`src/rtl/ctlreg_pkg.sv`:
```
package ctlreg_pkg;

    localparam int DIN_W = 16;
    localparam int REQ_W = DIN_W + 4;

    // Request word, MSB first: write(19) read(18) value(17:2) cap_data(1) cap_addr(0)
    typedef struct packed {
        logic             wr;
        logic             rd;
        logic [DIN_W-1:0] din;
        logic             cap_data;
        logic             cap_addr;
    } ctl_req_t;

    typedef enum logic [1:0] {
        ST_IDLE,
        ST_PRESET,
        ST_RAISE,
        ST_RELEASE
    } seq_state_t;

    typedef enum logic [1:0] {
        PH_ADDR,
        PH_DATA,
        PH_COMMIT
    } phase_t;

    typedef enum logic [1:0] {
        ERR_NONE     = 2'd0,
        ERR_ACK_RISE = 2'd1,
        ERR_ACK_FALL = 2'd2
    } err_code_t;

    // Build the request word for one phase, with or without its strobe.
    function automatic ctl_req_t make_req(phase_t ph, logic [DIN_W-1:0] value, logic strobe);
        ctl_req_t r;
        r     = '0;
        r.din = value;
        if (strobe) begin
            case (ph)
                PH_ADDR:   r.cap_addr = 1'b1;
                PH_DATA:   r.cap_data = 1'b1;
                PH_COMMIT: r.wr       = 1'b1;
                default:   r.wr       = 1'b0;
            endcase
        end
        return r;
    endfunction

endpackage

```
`src/rtl/ctlreg_poll_timer.sv`:
```
module ctlreg_poll_timer #(
    parameter int TICK_CYCLES = 100,
    parameter int POLL_LIMIT  = 100
) (
    input  logic clk,
    input  logic rst,
    input  logic restart,
    input  logic run,
    output logic expired
);
    localparam int CYC_W  = (TICK_CYCLES > 1) ? $clog2(TICK_CYCLES) : 1;
    localparam int POLL_W = (POLL_LIMIT  > 1) ? $clog2(POLL_LIMIT)  : 1;

    logic              tick;
    logic [POLL_W-1:0] poll_q;

    generate
        if (TICK_CYCLES > 1) begin : g_div
            logic [CYC_W-1:0] cyc_q;
            always_ff @(posedge clk) begin
                if (rst || restart || !run) begin
                    cyc_q <= '0;
                end else if (cyc_q == CYC_W'(TICK_CYCLES - 1)) begin
                    cyc_q <= '0;
                end else begin
                    cyc_q <= cyc_q + 1'b1;
                end
            end
            assign tick = run && (cyc_q == CYC_W'(TICK_CYCLES - 1));
        end else begin : g_nodiv
            assign tick = run;
        end
    endgenerate

    always_ff @(posedge clk) begin
        if (rst || restart || !run) begin
            poll_q <= '0;
        end else if (tick) begin
            poll_q <= poll_q + 1'b1;
        end
    end

    assign expired = tick && (poll_q == POLL_W'(POLL_LIMIT - 1));

endmodule

```
`src/rtl/ctlreg_wr_seq.sv`:
```
module ctlreg_wr_seq
    import ctlreg_pkg::*;
(
    input  logic             clk,
    input  logic             rst,
    input  logic             start,
    input  logic [DIN_W-1:0] addr,
    input  logic [DIN_W-1:0] wdata,
    input  logic             ack,
    input  logic             expired,
    output ctl_req_t         req,
    output logic             busy,
    output logic             done,
    output logic             err,
    output err_code_t        err_code,
    output logic             tmr_restart,
    output logic             tmr_run
);
    seq_state_t       state_q, state_d;
    phase_t           phase_q, phase_d;
    logic [DIN_W-1:0] addr_q, data_q;
    ctl_req_t         req_q, req_d;
    logic             done_q, done_d, err_q, err_d;
    err_code_t        code_q, code_d;
    logic [DIN_W-1:0] cur_val;

    assign cur_val = (phase_q == PH_ADDR) ? addr_q : data_q;

    always_comb begin
        state_d = state_q;
        phase_d = phase_q;
        req_d   = req_q;
        done_d  = 1'b0;
        err_d   = 1'b0;
        code_d  = code_q;
        case (state_q)
            ST_IDLE: begin
                if (start) begin
                    state_d = ST_PRESET;
                    phase_d = PH_ADDR;
                    req_d   = make_req(PH_ADDR, addr, 1'b0);
                    code_d  = ERR_NONE;
                end
            end
            ST_PRESET: begin
                state_d = ST_RAISE;
                req_d   = make_req(phase_q, cur_val, 1'b1);
            end
            ST_RAISE: begin
                if (ack) begin
                    state_d = ST_RELEASE;
                    req_d   = make_req(phase_q, cur_val, 1'b0);
                end else if (expired) begin
                    state_d = ST_IDLE;
                    req_d   = '0;
                    err_d   = 1'b1;
                    code_d  = ERR_ACK_RISE;
                end
            end
            ST_RELEASE: begin
                if (!ack) begin
                    case (phase_q)
                        PH_ADDR: begin
                            state_d = ST_PRESET;
                            phase_d = PH_DATA;
                            req_d   = make_req(PH_DATA, data_q, 1'b0);
                        end
                        PH_DATA: begin
                            state_d = ST_RAISE;
                            phase_d = PH_COMMIT;
                            req_d   = make_req(PH_COMMIT, data_q, 1'b1);
                        end
                        default: begin
                            state_d = ST_IDLE;
                            req_d   = '0;
                            done_d  = 1'b1;
                        end
                    endcase
                end else if (expired) begin
                    state_d = ST_IDLE;
                    req_d   = '0;
                    err_d   = 1'b1;
                    code_d  = ERR_ACK_FALL;
                end
            end
            default: begin
                state_d = ST_IDLE;
                req_d   = '0;
            end
        endcase
    end

    always_ff @(posedge clk) begin
        if (rst) begin
            state_q <= ST_IDLE;
            phase_q <= PH_ADDR;
            addr_q  <= '0;
            data_q  <= '0;
            req_q   <= '0;
            done_q  <= 1'b0;
            err_q   <= 1'b0;
            code_q  <= ERR_NONE;
        end else begin
            state_q <= state_d;
            phase_q <= phase_d;
            req_q   <= req_d;
            done_q  <= done_d;
            err_q   <= err_d;
            code_q  <= code_d;
            if (state_q == ST_IDLE && start) begin
                addr_q <= addr;
                data_q <= wdata;
            end
        end
    end

    assign tmr_restart = (state_d != state_q);
    assign tmr_run     = (state_q == ST_RAISE) || (state_q == ST_RELEASE);
    assign req         = req_q;
    assign busy        = (state_q != ST_IDLE);
    assign done        = done_q;
    assign err         = err_q;
    assign err_code    = code_q;

endmodule

```
`src/rtl/ctlreg_wr_master.sv`:
```
module ctlreg_wr_master
    import ctlreg_pkg::*;
#(
    parameter int TICK_CYCLES = 100,
    parameter int POLL_LIMIT  = 100
) (
    input  logic             clk,
    input  logic             rst,
    input  logic             start_i,
    input  logic [DIN_W-1:0] addr_i,
    input  logic [DIN_W-1:0] wdata_i,
    input  logic             ack_i,
    output logic [REQ_W-1:0] req_o,
    output logic             busy_o,
    output logic             done_o,
    output logic             err_o,
    output logic [1:0]       err_code_o
);
    ctl_req_t  req_s;
    err_code_t code_s;
    logic      tmr_restart, tmr_run, tmr_expired;

    ctlreg_poll_timer #(
        .TICK_CYCLES (TICK_CYCLES),
        .POLL_LIMIT  (POLL_LIMIT)
    ) u_timer (
        .clk     (clk),
        .rst     (rst),
        .restart (tmr_restart),
        .run     (tmr_run),
        .expired (tmr_expired)
    );

    ctlreg_wr_seq u_seq (
        .clk         (clk),
        .rst         (rst),
        .start       (start_i),
        .addr        (addr_i),
        .wdata       (wdata_i),
        .ack         (ack_i),
        .expired     (tmr_expired),
        .req         (req_s),
        .busy        (busy_o),
        .done        (done_o),
        .err         (err_o),
        .err_code    (code_s),
        .tmr_restart (tmr_restart),
        .tmr_run     (tmr_run)
    );

    assign req_o      = req_s;
    assign err_code_o = code_s;

endmodule

```
`config.mk`:
```
export PLATFORM = sky130hd
export DESIGN_NAME = ctlreg_wr_master
export DESIGN_NICKNAME = d
export VERILOG_FILES = /design/src/rtl/ctlreg_pkg.sv /design/src/rtl/ctlreg_poll_timer.sv /design/src/rtl/ctlreg_wr_seq.sv /design/src/rtl/ctlreg_wr_master.sv
export SDC_FILE = /design/constraint.sdc
export NUM_CORES = 1
export LEC_CHECK = 0
export ABC_AREA = 0
export BUFFER_PORTS_ARGS = -buffer_cell sky130_fd_sc_hd__buf_4
export CAP_MARGIN = 5
export CORE_MARGIN = 2
export CORE_UTILIZATION = 55
export CTS_CLUSTER_DIAMETER = 100
export DETAILED_ROUTE_END_ITERATION = 16
export PLACE_DENSITY = 0.86
export SETUP_SLACK_MARGIN = 0.5
export SYNTH_ARGS = -nofsm -noshare
export SYNTH_HDL_FRONTEND = slang
export SYNTH_HIERARCHICAL = 1
export SYNTH_SLANG_ARGS = --single-unit
```
`constraint.sdc`:
```
create_clock -name clk -period 3.5 [get_ports clk]
set_input_delay 0.525 -clock clk [delete_from_list [all_inputs] [get_ports clk]]
set_output_delay 0.525 -clock clk [all_outputs]
set_load 0.01 [all_outputs]
```
=== Yosys cells after proc, flatten, opt, wreduce, memory -nomap -nowiden ===
Cells that the tools add are included.

* Memory bits (read-only): 0
* Input bits: 36
* Memories: 0
* RAM bits: 0
* Flip-flop bits (word level): 74
* Bits in latches: 0
* Output and inout bits: 25

* Multipliers: 0
* Divide/modulo/power cells: 0
* Add/sub/neg operators: 2
* Reductions and logical operators: 17
* Equal/unequal tests: 15
* Magnitude comparators: 0
* Muxes and demuxes: 30
* Shifts and indexed selects: 0
* Bitwise operators: 1

{| class="wikitable"
|+ Operators by type and width
! kind !! number
|-
| 20-bit two-way mux || 4
|-
| 20-bit case mux with 4 select lines || 1
|-
| 20-bit case mux with 2 select lines || 1
|-
| 2-bit two-way mux || 10
|-
| 16-bit two-way mux || 1
|-
| 7-bit by 1-bit adder with 7-bit output, second input constant || 2
|-
| 7-bit equality test, second input constant || 2
|-
| 2-bit != test, second input constant || 6
|-
| 2-bit case mux with 2 select lines || 3
|-
| 2-bit case mux with 4 select lines || 1
|-
| 1-bit two-way mux || 7
|-
| 2-bit equality test, second input constant || 3
|-
| 2-bit case mux with 3 select lines || 1
|-
| 6-bit AND reduction || 1
|-
| 2-bit by 1-bit equality test with 1-bit output, second input constant || 2
|-
| 2-bit zero test || 2
|-
| 4-bit AND reduction || 1
|-
| 2-bit nonzero test || 2
|-
| 2-bit OR reduction || 2
|-
| 1-bit logical AND || 3
|-
| 1-bit logical OR || 3
|-
| 3-bit by 2-bit != test with 1-bit output, second input constant || 1
|-
| 3-bit nonzero test || 1
|-
| 3-bit OR reduction || 1
|-
| 4 further kinds || 4
|}

=== Longest topological paths before layout ===
Gate-level depths: netlist of run 1.

* Depth in word-level cells: 11
* Gate-level depth with buffers: 15
* Gate-level depth less buffers: 13

=== Hierarchy ===
The synthesis of run 1 kept the hierarchy.

{| class="wikitable"
|+ Modules (own cells, without submodules)
! module !! times used !! cells an instance !! area an instance (um2)
|-
| ctlreg_wr_seq || 1 || 310 || 2783.9
|-
| ctlreg_poll_timer || 1 || 75 || 645.6
|}

=== Worst setup path before layout of run 1 ===
No wires, ideal clock.

* Kind: reg2reg
* Start point: register u_seq.state_q[0]
* End point: register u_timer.g_div.cyc_q[5]
* Data required time: 3428 ps
* Path slack: 290 ps
* Period minus slack after synthesis: 3210 ps
* Arrival time: 3138 ps
* Path buffers: 2
* Stages on the path, launching flop included: 15
* Setup time: 72 ps
* Cell sequence: dfxtp_1 > ha_1 > clkbuf_1 > or2_2 > nand4_1 > nor3_1 > buf_2 > nand3b_1 > o21ai_1 > a221oi_1 > xnor2_1 > o221ai_1 > nor3b_1 > o21ai_1 > a21oi_1

* Cells in the longest elaborated chain, start to end: 11
* Elaborated cells between the ends (all ways): 17

{| class="wikitable"
|+ RTL lines
! what !! line !! text
|-
| from (decl) || ctlreg_wr_seq.sv:19 || <nowiki>seq_state_t state_q, state_d;</nowiki>
|-
| from (signal assigned) || ctlreg_wr_seq.sv:104 || <nowiki>state_q <= state_d;</nowiki>
|-
| 2-bit equality test || ctlreg_wr_seq.sv:118 || <nowiki>assign tmr_run = (state_q == ST_RAISE) || (state_q == ST_RELEASE);</nowiki>
|-
| 1-bit logical OR (*) || ctlreg_wr_seq.sv:118 ||
|-
| net tmr_run || ctlreg_wr_master.sv:21 || <nowiki>logic tmr_restart, tmr_run, tmr_expired;</nowiki>
|-
| 1-bit logical AND (*) || ctlreg_poll_timer.sv:29 || <nowiki>assign tick = run && (cyc_q == CYC_W'(TICK_CYCLES - 1));</nowiki>
|-
| 1-bit logical AND (*) || ctlreg_poll_timer.sv:43 || <nowiki>assign expired = tick && (poll_q == POLL_W'(POLL_LIMIT - 1));</nowiki>
|-
| net tmr_expired || ctlreg_wr_master.sv:21 ||
|-
| 2-bit two-way mux (*) || ctlreg_wr_seq.sv:53, ctlreg_wr_seq.sv:79 ||
|-
| 2-bit two-way mux, on equally long branches || ctlreg_wr_seq.sv:61, ctlreg_wr_seq.sv:50 ||
|-
| 2-bit case mux with 4 select lines (*) || ctlreg_wr_seq.sv:36 || <nowiki>case (state_q)</nowiki>
|-
| 2-bit != test (*) || ctlreg_wr_seq.sv:117 || <nowiki>assign tmr_restart = (state_d != state_q);</nowiki>
|-
| net tmr_restart || ctlreg_wr_master.sv:21 ||
|-
| 1-bit logical OR (*) (2 in series) || ctlreg_poll_timer.sv:21 || <nowiki>if (rst || restart || !run) begin</nowiki>
|-
| 2-bit OR reduction (no source line) (*) || -- ||
|-
| to (signal assigned) || ctlreg_poll_timer.sv:26 || <nowiki>cyc_q <= cyc_q + 1'b1;</nowiki>
|-
| to (decl) || ctlreg_poll_timer.sv:19 || <nowiki>logic [CYC_W-1:0] cyc_q;</nowiki>
|}

The timed path passes the listed nets; every way through them passes the cells marked *.
A chain may end at the register's enable or synchronous reset.

=== Worst setup path in the final report of run 1 ===
Same ends and word-level chain as after synthesis.

==> run summary, run 1 <==
The flow ran to the end, and the final reports show no timing, DRC or antenna violations. The final critical-path required period works out to 2940 ps. The kind of start point of the critical path is a flip-flop. Dominant synthesized flop cell: sky130_fd_sc_hd__dfxtp_1. The max-slew violation total from the final report was 0; the cell count of the worst hold path was 3. For the maximum number of pins on one net before global-route repair, the log shows 63. Measured in cells, the most critical reg-to-reg path has a length of 13. The repair_antennas step left the layout with diodes totalling 0. The per-cell routed wire length was 16.2 um.

Setup repair after global routing left no endpoint under its margin. The via count of the first global-routing pass is 2981, and the total number of vias is 3128. The final hold violation count is 0. The final worst-path cycle share is 0.841, and the fraction of synthesized cell area taken by the top area cell type is 0.432.

The tools report the number of different library cells in the post-synthesis netlist as 50. IR analysis of the VDD net gives a maximum drop of 0.300 mV. The tools report the starting DRC count in detailed routing as 309. For the pin with the worst max-slew slack, the measured transition is 1180 ps. For the worst-skew pair, the clock arrives at the later sink with an insertion delay of 350 ps. Counting every net in the synthesized netlist gives 429. Initial antenna violation count: 0. The maximum fanout along the worst path is 8. The worst setup path is captured at a flip-flop. TritonCTS built the clock tree. A synthesized cell averages 8.91 um2. In this run the tool buffered the top-level ports with 60 buffer cells. Setup violations remaining at the end of the flow were counted as 0.

The class of the most critical setup path was flip-flop to flip-flop. The run gives 0.432 as the share of synthesized area occupied by flip-flops and latches. Commonest non-fill, non-tap cell in the layout: sky130_fd_sc_hd__nand2_1. The number of CTS-inserted buffers is 9. The x dimension of the die came out at 83.0 um. The remaining design rule violation count is 0, and the register bit total from synthesis is 74. The worst hold slack was 420 ps.

The final layout contains routed wiring with a total length of 8.39 mm. Static timing analysis puts the maximum clock frequency at 340 MHz. Summed over all failing endpoints, the final setup total negative slack is 0 ps.

The wire length of the first global-routing pass was 13.7 mm; the remaining global-route overflow was 0. The cell taking the most area after synthesis is sky130_fd_sc_hd__dfxtp_1. The power per cell area was 499 nW/um2; the vias per cell was 6.03. Clock skew on the completed layout was measured at 9.08 ps.

The tool flagged a number of max-cap violations equal to 0. In the layout the commonest cells are sky130_fd_sc_hd__nand2_1, sky130_fd_sc_hd__dfxtp_1, sky130_fd_sc_hd__buf_4, sky130_fd_sc_hd__a21oi_1, sky130_fd_sc_hd__nor2_1. STA puts the critical path data required time at 3780 ps. The first TritonRoute pass finished after 5 iterations. From bottom edge to top edge, the die measures 83.0 um. The clock-pin slew reported for the worst setup and hold paths after clock tree synthesis is 80 ps, and the HPWL after detailed placement is 5.44 mm. Row generation in the floorplan step produced 28 rows.

The tools report the worst path arrival time as 3220 ps. The count of nets left with antenna violations once routing finished came out at 0. Summing all multi-input logic gate instances after layout gives 1810 um2. The worst hold path belongs to the class primary input to flip-flop. The cell chosen for the clock root is sky130_fd_sc_hd__clkbuf_8.

The fraction of final layout cells sized beyond drive strength 1 came out at 0.279. The area growth from synthesis to layout came out at 20.1%. For the overall routing resource usage, the log shows 0.241. The fill cell instance count of the final layout was 456; the number of synthesized flops with an enable pin was 0.

During I/O placement, the number of pins put on the boundary was 61. The area of the core region is 5990 um2. The count of clock tree sinks was 74; the footprint of the flip-flops and latches was 1490 um2. No sink is reached through more buffers than the 2 on the longest clock path. The congestion estimate from routability-driven global placement came to 0.882. After technology mapping, the gate count stands at 385. In this run the cell area of the synthesized design comes to 3430 um2. The normalized max-slew margin was 0.210. The tools report the initial core utilization as 0.572.

The fraction of registers with async set or reset after synthesis works out to 0. In the post-synthesis netlist, the biggest area contributors are sky130_fd_sc_hd__dfxtp_1, sky130_fd_sc_hd__nand2_1, sky130_fd_sc_hd__a21oi_1. The tools report the synthesis warning total as 6. Full die area: 6880 um2. The H-tree depth came out at 3. The static leakage power is 0.00162 uW, and the number of nets in the layout is 483.
kinds of logic (layout without fill, tap and decap cells):
| kind of cell | count (synthesis) | after routing | synth area share |
|---|---|---|---|
| adder cells (fa/ha/maj) | 8 | 8 | 0.0292 |
| flip-flops | 74 | 74 | 0.432 |
| XOR/XNOR | 4 | 4 | 0.0102 |
| AO/OA/AOI/OAI | 104 | 104 | 0.241 |
| buffers and inverters | 32 | 91 | 0.0500 |
| AND/OR/NAND/NOR | 161 | 161 | 0.228 |
| multiplexers | 2 | 2 | 0.00949 |
stage by stage:
stage | utilization | setup slack [ps] | area, um2 | total power [uW] | instances
floorplan | - | 504 | 3440 | 1280 | 385
global placement | 0.648 | 290 | 3880 | 1400 | 500
detailed placement | 0.648 | 137 | 3880 | 1410 | 500
CTS | 0.684 | 534 | 4100 | 2060 | 517
global route | 0.688 | 401 | 4120 | 2150 | 519
finish | 0.688 | 556 | 4120 | 2060 | 519
final timing paths:
path,from,end,slack [ps]
hold reg to reg,u_seq/err_code[1]$_SDFFE_PP0P_,u_seq/err_code[1]$_SDFFE_PP0P_,460
hold / removal,wdata_i[15],u_seq/data_q[15]$_SDFFE_PP0P_,420
setup reg to reg,u_seq/state_q[0]$_SDFF_PP0_,u_timer/g_div.cyc_q[5]$_SDFF_PP0_,560
setup / recovery,u_seq/state_q[0]$_SDFF_PP0_,u_timer/g_div.cyc_q[5]$_SDFF_PP0_,560
routing by layer:
layer / wire length, um / GRT usage / vias up
met5: 0 / 0 / -
met4: 146 / 0.103 / 0
met3: 658 / 0.0616 / 23
met2: 4130 / 0.404 / 128
met1: 3450 / 0.292 / 1505
li1: - / - / 1472
registers in the layout, summed over array words and instances (netlist names):
register	cells
u_seq/err_code	2
u_seq/addr_q	16
u_seq/state_q	2
u_timer/g_div.cyc_q	7
u_seq/done	1
u_seq/err	1
u_timer/poll_q	7
u_seq/req	20
u_seq/data_q	16
u_seq/phase_q	2
what timing repair did:
| action | CTS | global route |
|---|---|---|
| hold buffers | 0 | 0 |
| gates resized for setup | 4 | 3 |
| setup buffers | 1 | 2 |
| hold endpoints to repair | 0 | 0 |
| setup endpoints to repair | 14 | 8 |
| pin swaps | 1 | 4 |
synth_stat cells, types with 2 or more instances:
library cell                instances
sky130_fd_sc_hd__a21oi_1           48
sky130_fd_sc_hd__a221oi_1           7
sky130_fd_sc_hd__a221oi_2          10
sky130_fd_sc_hd__a22o_1             9
sky130_fd_sc_hd__a22o_4             7
sky130_fd_sc_hd__a2bb2oi_1          2
sky130_fd_sc_hd__a32oi_1            2
sky130_fd_sc_hd__buf_2              5
sky130_fd_sc_hd__buf_4              2
sky130_fd_sc_hd__buf_6              5
sky130_fd_sc_hd__clkbuf_1          14
sky130_fd_sc_hd__dfxtp_1           74
sky130_fd_sc_hd__ha_1               8
sky130_fd_sc_hd__inv_1              6
sky130_fd_sc_hd__nand2_1           80
sky130_fd_sc_hd__nand2b_1           4
sky130_fd_sc_hd__nand3_1           10
sky130_fd_sc_hd__nand3b_1           4
sky130_fd_sc_hd__nand4_1            2
sky130_fd_sc_hd__nor2_1            25
sky130_fd_sc_hd__nor2_2             8
sky130_fd_sc_hd__nor2b_1            2
sky130_fd_sc_hd__nor3_1             4
sky130_fd_sc_hd__nor3b_1            3
sky130_fd_sc_hd__o21ai_0            7
sky130_fd_sc_hd__o21ai_1            2
sky130_fd_sc_hd__o31ai_1            4
sky130_fd_sc_hd__or3_1              5
sky130_fd_sc_hd__or4_1              3
sky130_fd_sc_hd__xnor2_1            2
sky130_fd_sc_hd__xor2_1             2
power by group:
part / internal, uW / switching (uW) / leakage, uW
logic: 203 / 261 / 0.000919
clock network: 332 / 313 / 0.0000910
registers: 903 / 44.7 / 0.000605
total: 1440 / 619 / 0.00162
layout make-up:
cell class / instances / area share
Timing Repair Buffer: 69 / 0.126
Sequential cell: 74 / 0.361
Tap cell: 75 / 0.0228
Multi-Input combinational cell: 279 / 0.440
Clock buffer: 12 / 0.0328
Clock inverter: 4 / 0.0125
Inverter: 6 / 0.00547
critical path, cell delays in order, from the launching register on:
cell and delay [ps]:
sky130_fd_sc_hd__dfxtp_4 380, sky130_fd_sc_hd__inv_1 130, sky130_fd_sc_hd__ha_1 210, sky130_fd_sc_hd__or2_2 150, sky130_fd_sc_hd__nand4_1 210, sky130_fd_sc_hd__nor3_2 300, sky130_fd_sc_hd__nand3b_1 140, sky130_fd_sc_hd__o21ai_1 70
sky130_fd_sc_hd__a221oi_2 310, sky130_fd_sc_hd__xnor2_1 170, sky130_fd_sc_hd__o221ai_1 190, sky130_fd_sc_hd__nor3b_2 280, sky130_fd_sc_hd__o21ai_2 170, sky130_fd_sc_hd__a21oi_1 150
(Power assumes the default switching activity.)
==> run 2, diff against run 1 <==
Clock period 3.5 ns to 2.85 ns, I/O delays scaled along.
==> run 2 against run 1 <==
Worst hold slack worse by 97 ps. Via count is 3.3% higher. Highest routed layer unchanged. Sequential cell count stayed put. Critical path depth is 2 lower. Clock skew is 3.3 ps lower. Sequential share of layout area is 3.1 points lower. Critical endpoint is now u_timer/poll_q[5]$_SDFFE_PP0P_.
==> run summary, run 2 (synthesis gave the netlist of run 1 again) <==
After the flow finishes, the layout carries non-filler instances totaling 546. The register with the most flip-flops in the layout has 20 of them. Clock tree synthesis found a total of 74 sinks. Clock tree synthesis selected as its root buffer the cell sky130_fd_sc_hd__clkbuf_8. Setup repair after global routing could not meet its margin everywhere.

The number of cells after detailed placement came out at 504. The multi-input combinational cells in the finished layout cover a total of 1960 um2. For this design the ratio of total power to cell area is 570 nW/um2.

The logs give 63 for the maximum number of pins on one net before global-route repair and 350 ps for the insertion delay to the later sink of the worst-skew pair. Relative to the synthesized area, the layout overhead comes to 32.0%. The final worst-path cycle share is 0.926, and the maximum ir drop on the vdd rail is 0.389 mV. For the via count of the first global-routing pass, the log shows 2903.

At the end of the flow, the number of nets in the layout was 511. Once detailed placement completed, the half-perimeter wirelength came to 5.26 mm. For the post-placement cell area, the log shows 3940 um2. The total of hold buffers inserted after clock tree synthesis is 0. In this run the remaining antenna-violating nets after routing total 0. The fraction of final layout cells sized beyond drive strength 1 is 0.369, and the final core utilization is 0.756. The tools report the critical register-to-register path startpoint as u_timer/g_div.cyc_q[4]$_SDFF_PP0_.

The path class of the tightest hold or removal check is primary input to flip-flop. The x dimension of the die was 83.0 um. In the layout the commonest cells are sky130_fd_sc_hd__buf_4, sky130_fd_sc_hd__nand2_1, sky130_fd_sc_hd__dfxtp_1, sky130_fd_sc_hd__a21oi_1, sky130_fd_sc_hd__nor2_1. For the initial antenna violation count, the log shows 0. The slowest stage of the critical path belongs to the cell sky130_fd_sc_hd__or4b_4. The class of the most critical setup path was flip-flop to flip-flop.

The tools report the initial core utilization as 0.572. The tools report the overall routing resource usage as 0.245. The floorplan die height works out to 83.0 um.

Along the worst hold path, the cell count comes to 3. After detailed routing, the number of vias per cell comes to 5.92. STA classifies the critical path endpoint as a flip-flop.

The path with the worst hold slack has its endpoint at u_seq/data_q[1]$_SDFFE_PP0P_. The tools report the first-pass iteration count of the detailed router as 5. The tools report the setup clock skew after layout as 5.75 ps.

For the worst setup path, the data arrival time is 2920 ps. For the aggregate routed wire length, the log shows 9.64 mm. Setup violations remaining at the end of the flow were counted as 0.

The worst hold slack was 323 ps. Leaving out fill and tap cells, the most frequent cell in the layout is sky130_fd_sc_hd__buf_4. The run gives 0.861 as the routability-driven placement congestion ratio. For the row count, the log shows 28. Max-cap violations in this run came to 0. The first global-routing pass estimated 13.9 mm of wire.

Clock-pin slew was measured on the worst setup and hold paths at 80 ps. The run finished with clean final reports. The clock tree buffer depth is 2, and the cell depth of the worst flop-to-flop path is 11. The die covers 6880 um2. In this run the most critical hold path is launched from wdata_i[1]. TritonCTS built the clock tree. The worst path in the final design needs a cycle of 2640 ps, including I/O delays and setup.

Registers take 1490 um2. After detailed routing, the average wire length per cell comes to 17.7 um. In this run the number of H-tree levels came out at 3.

Walking the worst path, the cells encountered are or4b_4, nor3_4, nand3b_1, o21ai_1, a221oi_2, xnor2_1, o221ai_2, nor3b_2, buf_4, nand2b_1, mux2i_1. Of all nets on the critical path, the largest fanout is 4. The number of antenna diodes in the final layout is 0.

For the normalized max-slew margin, the log shows 0.533. For this run, design rule violations remaining after detail routing come to 0. The filler cells instantiated in the layout total 389.

The delay of the slowest critical-path stage is 560 ps, and the final hold violation count is 0. During I/O placement, the number of pins put on the boundary was 61. The tools report the worst flop-to-flop path endpoint as u_timer/poll_q[5]$_SDFFE_PP0P_.

The final-layout setup total negative slack came out at 0 ps. The transition time at the pin with the least slew margin was 700 ps. Summing over every cut layer, the via total after detailed routing is 3232. For this design the static power due to leakage is 0.00180 uW. The sum of buffers and inverters on the critical path is 1, and the max-slew violation total from the final report is 0. Area of the core region: 5990 um2.

The logs give 0 for the remaining global-route overflow and 379 MHz for the timing-limited maximum frequency. The number of clock buffers added by TritonCTS is 9. The tools report the kind of start point of the critical path as a flip-flop. For the required arrival time at the worst endpoint, the log shows 3130 ps. The number of buffers inserted by port buffering was 60.

The detailed router finished its first iteration with 407 violations. The cell type group with the largest total delay on the critical path is simple AND/OR/NAND/NOR gates. After routing the design area is 4530 um2.

The flop-to-flop setup slack was 210 ps.
[run 2: changes by cell type in the layout (fill, tap and decap cells not counted), sizes merged]
| cell | change |
|---|---|
| clkinv | +1 |
| inv | -1 |
| clkbuf | +2 |
| buf | +26 |
| bufinv | -1 |
[run 2: stage by stage]
step	total power [uW]	setup WS, ps
detailed placement	1750	169
CTS	2470	274
finish	2580	211
floorplan	1580	226
global route	2680	71.8
global placement	1740	282
[run 2: area by class of cell]
cell class	instances	area share
Clock buffer	12	0.0299
Sequential cell	74	0.330
Timing Repair Buffer	97	0.176
Inverter	6	0.00553
Tap cell	75	0.0207
Multi-Input combinational cell	279	0.434
Clock inverter	3	0.00387
[run 2: report_power, final]
| group | switching [uW] | internal [uW] |
|---|---|---|
| logic | 381 | 336 |
| clock network | 383 | 310 |
| registers | 61.7 | 1110 |
[run 2: metal layers]
metal / up-vias / track usage / wire, um
met3: 20 / 0.0408 / 536
met2: 140 / 0.394 / 4700
met4: 0 / 0.107 / 280
met1: 1544 / 0.325 / 4120
li1: 1528 / - / -
met5: - / 0 / 0
[run 2: worst max-delay path by stage]
stage	end	slack, ps	cells after the start	start
2_1_floorplan	u_timer/g_div.cyc_q[5]$_SDFF_PP0_	230	12	u_timer/g_div.cyc_q[3]$_SDFF_PP0_
3_3_place_gp	u_timer/g_div.cyc_q[6]$_SDFF_PP0_	280	10	u_timer/g_div.cyc_q[3]$_SDFF_PP0_
3_5_place_dp	u_timer/g_div.cyc_q[6]$_SDFF_PP0_	170	14	u_seq/state_q[0]$_SDFF_PP0_
4_1_cts	u_timer/g_div.cyc_q[6]$_SDFF_PP0_	270	10	u_timer/g_div.cyc_q[4]$_SDFF_PP0_
5_1_grt	u_timer/g_div.cyc_q[0]$_SDFF_PP0_	70	10	u_timer/g_div.cyc_q[4]$_SDFF_PP0_
6_report	u_timer/poll_q[5]$_SDFFE_PP0P_	210	11	u_timer/g_div.cyc_q[4]$_SDFF_PP0_
[run 2: repair_timing]
action	CTS	global route
buffers inserted	17	8
gates resized for setup	19	19
gates cloned	0	2
endpoints found under the setup margin	30	33
pin swaps	13	18
[run 2: worst register-to-register path: cells and delay by family (launching register included)]
kind	cells	cell delay (ps)
AND/OR/NAND/NOR	5	1260
AO/OA/AOI/OAI	3	510
flip-flops	1	320
XOR/XNOR	1	200
buffers and inverters	1	150
multiplexers	1	130
==> run 3, diff against run 2 <==
Settings changed: GPL_TIMING_DRIVEN set to 0.
==> run 3 against run 2 <==
Clock-buffer cell count unchanged. Routed wire length down 1.5%. Via count rose by 0.68%. Cell count increased by 2.2%. Non-clock buffer count is 11 higher. Maximum frequency shrank 3.2%. Sequential power is essentially flat. Design area grew 1.1%. Die area unchanged. Worst hold slack worse by 1.2 ps. First-iteration DRC count down 50%. Critical path depth is 5 higher. Critical path type unchanged. Critical endpoint is now u_timer/g_div.cyc_q[5]$_SDFF_PP0_. Largest power group unchanged.
==> run summary, run 3 (synthesis gave the netlist of run 1 again) <==
The flow ran to the end, and the final reports show no timing, DRC or antenna violations. From synthesis to final layout, the design area changed by 33.5%. Once placement finished, the instance area stood at 4030 um2. For this design the ratio of total power to cell area is 578 nW/um2.

The H-tree was split into 3 levels. The full die area was 6880 um2. Counting stages on the worst path, the most repeated cell is sky130_fd_sc_hd__buf_4. The startpoint identified for the worst hold timing path is wdata_i[12]. The die is 83.0 um wide.

For the overall routing resource usage, the log shows 0.267. The initial antenna violation count is 0, and the final critical-path required period is 2730 ps. 0 antenna diodes ended up in the layout.

After detailed routing, the number of remaining DRC violations is 0. The slowest cell on the critical path was sky130_fd_sc_hd__dfxtp_4. The normalized max-slew margin was 0.419.

Summed over all cells, the static leakage comes to 0.00182 uW. The vias per cell was 5.83. Setup repair after global routing could not meet its margin everywhere. Traced cell by cell, the critical path runs through inv_4, ha_4, buf_6, or2_4, nand4_1, nor3_2, buf_4, buf_4, nand3b_1, nand2_1, a21oi_2, a32oi_1, o221ai_2, nor3b_2, o21ai_2, a21oi_1.

The routed layout has 3254 vias. The number of buffers and inverters on the critical path is 4. The max-slew violation total from the final report was 0. For this run, the slowest stage of the critical path takes 390 ps. The tools report the count of clock tree sinks as 74. The path with the worst hold slack has its endpoint at u_seq/data_q[12]$_SDFFE_PP0P_.

For this run, the post-layout net count is 522. Hold is met by 322 ps. The tools report the row count as 28.

Leaving out fill and tap cells, the most frequent cells in the layout are sky130_fd_sc_hd__buf_4, sky130_fd_sc_hd__nand2_1, sky130_fd_sc_hd__dfxtp_1, sky130_fd_sc_hd__a21oi_1, sky130_fd_sc_hd__nor2_1. The proportion of power drawn by flip-flops and latches was 0.444. For the final non-filler cell area, the log shows 4580 um2. After the first detailed-routing iteration, the DRC count stood at 202. The HPWL after detailed placement is 6.08 mm, and the flop-to-flop setup slack is 120 ps. The run gives 0.286 as the clock share of power. The count of endpoints failing setup in the final report is 0.

Between clock sinks in the finished design, the worst skew comes to 11.9 ps. The class of the most critical setup path was flip-flop to flip-flop. At the pin with the least slew margin, the transition time is 866 ps.

Data on the critical path arrives at its endpoint at 3010 ps. For the area of the core region, the log shows 5990 um2. The final worst-path cycle share was 0.956.

The fraction of final layout cells sized beyond drive strength 1 was 0.358; the maximum fanout along the worst path was 7. The critical register-to-register path startpoint was u_seq/state_q[0]$_SDFF_PP0_. The number of CTS-inserted buffers came out at 9. During placement, the flow inserted port buffers numbering 59. The initial core utilization was 0.572. The kind of start point of the critical path was a flip-flop. STA puts the critical path data required time at 3130 ps. The cell depth of the worst flop-to-flop path works out to 16. Grouping stages by cell kind, the critical path spends the most delay in simple AND/OR/NAND/NOR gates. During I/O placement, the number of pins put on the boundary was 61.

The final core utilization was 0.764. The tools report the remaining global-route overflow as 0. The number of max-capacitance violations reported came out at 0.

TritonCTS built the clock tree. Measured along the y axis, the die boundary spans 83.0 um. Timing-limited maximum frequency: 367 MHz. After detailed routing, the average wire length per cell comes to 17.0 um.

Clock-pin slew reported for the worst setup and hold paths after clock tree synthesis: 80 ps. Before antenna repair, the detailed router went through 5 iterations. The register with the most flip-flops in the layout has 20 of them. The routed design has 9.49 mm of wire. VDD sags by at most 0.361 mV.

The final hold violation count was 0; the maximum number of pins on one net before global-route repair was 13. In this run the clock root is driven by a sky130_fd_sc_hd__clkbuf_8. The worst flop-to-flop path endpoint is u_timer/g_div.cyc_q[5]$_SDFF_PP0_.

The number of hold buffers added after CTS was 0. For the worst-skew pair, the clock arrives at the later sink with an insertion delay of 340 ps. The first global-routing pass estimated 15.0 mm of wire. The share of total power consumed by net switching was 0.315. In this run the deepest clock path goes through 2 buffers. Once detail routing completed, the nets flagged for antenna violations numbered 0. The final-layout setup total negative slack is 0 ps, and the switching component of the power is 834 uW. The via count of the first global-routing pass was 3172. The share of power burned in combinational logic is 0.270. The cell count of the worst hold path came out at 3. The endpoint class of the critical path is a flip-flop.

The min-delay analysis places its worst path in the category primary input to flip-flop. The internal power of the cells totals 1810 uW. The commonest non-fill, non-tap cell in the layout was sky130_fd_sc_hd__buf_4. The run gives 0.886 as the routability-driven placement congestion ratio.
==> run 3: cell count changes in the layout (fill, tap and decap cells not counted), moves of 3 or more <==
| cell | delta |
|---|---|
| sky130_fd_sc_hd__buf_4 | -8 |
| sky130_fd_sc_hd__buf_6 | +6 |
| sky130_fd_sc_hd__clkbuf_1 | +9 |
| sky130_fd_sc_hd__a21oi_1 | -3 |
| sky130_fd_sc_hd__a21oi_2 | +3 |
==> run 3: worst max path at each step <==
stage	slack [ps]	start	end	cells past startpoint
finish	120	u_seq/state_q[0]$_SDFF_PP0_	u_timer/g_div.cyc_q[5]$_SDFF_PP0_	16
global route	-30	u_seq/state_q[0]$_SDFF_PP0_	u_timer/g_div.cyc_q[5]$_SDFF_PP0_	14
CTS	140	u_seq/state_q[0]$_SDFF_PP0_	u_timer/g_div.cyc_q[5]$_SDFF_PP0_	14
detailed placement	-230	u_seq/state_q[0]$_SDFF_PP0_	u_timer/g_div.cyc_q[5]$_SDFF_PP0_	14
global placement	-150	u_seq/state_q[0]$_SDFF_PP0_	u_timer/g_div.cyc_q[5]$_SDFF_PP0_	14
floorplan	230	u_timer/g_div.cyc_q[3]$_SDFF_PP0_	u_timer/g_div.cyc_q[5]$_SDFF_PP0_	12
==> run 3: power by group through the flow <==
stage	Combinational (uW)	Sequential [uW]	Clock, uW
after detailed placement	578	1190	0
after CTS	656	1160	762
final	715	1170	756
after global routing	770	1180	806
after global placement	566	1190	0
after floorplan	391	1190	0
==> run 3: per-stage QoR <==
stage | worst slack, ps | total power [uW] | std cells
2_1_floorplan | 226 | 1580 | 385
3_3_place_gp | -146 | 1750 | 519
3_5_place_dp | -233 | 1770 | 519
4_1_cts | 140 | 2580 | 555
5_1_grt | -34.1 | 2760 | 558
6_report | 124 | 2640 | 558
==> run 3: final cells by class <==
cell class                      count  area [um2]
Multi-Input combinational cell    279        1970
Inverter                            6        25.0
Fill cell                         393        1410
Clock buffer                       12         155
Buffer                             26         188
Clock inverter                      4        25.0
Tap cell                           75        93.8
Sequential cell                    74        1490
Timing Repair Buffer               82         634
==> run 3: repair_timing <==
action / in CTS / in global routing
endpoints found under the setup margin: 35 / 49
gates resized for setup: 24 / 16
setup buffers: 19 / 3
gates cloned: 1 / 0
pin swaps: 19 / 18
==> run 3: routing by layer <==
metal / vias to the layer above / track usage / routed length, um
met4: 0 / 0.104 / 142
li1: 1556 / - / -
met2: 122 / 0.458 / 4950
met5: - / 0 / 0
met3: 18 / 0.0706 / 522
met1: 1558 / 0.317 / 3880
==> run 3: worst register-to-register path, delay by kind of cell (launching register included) <==
family,cells,cell delay (ps)
AOI/OAI and AO/OA,5,720
and+or+nand+nor,6,980
DFF,1,390
adders and majority gates,1,150
buffers and inverters,4,430
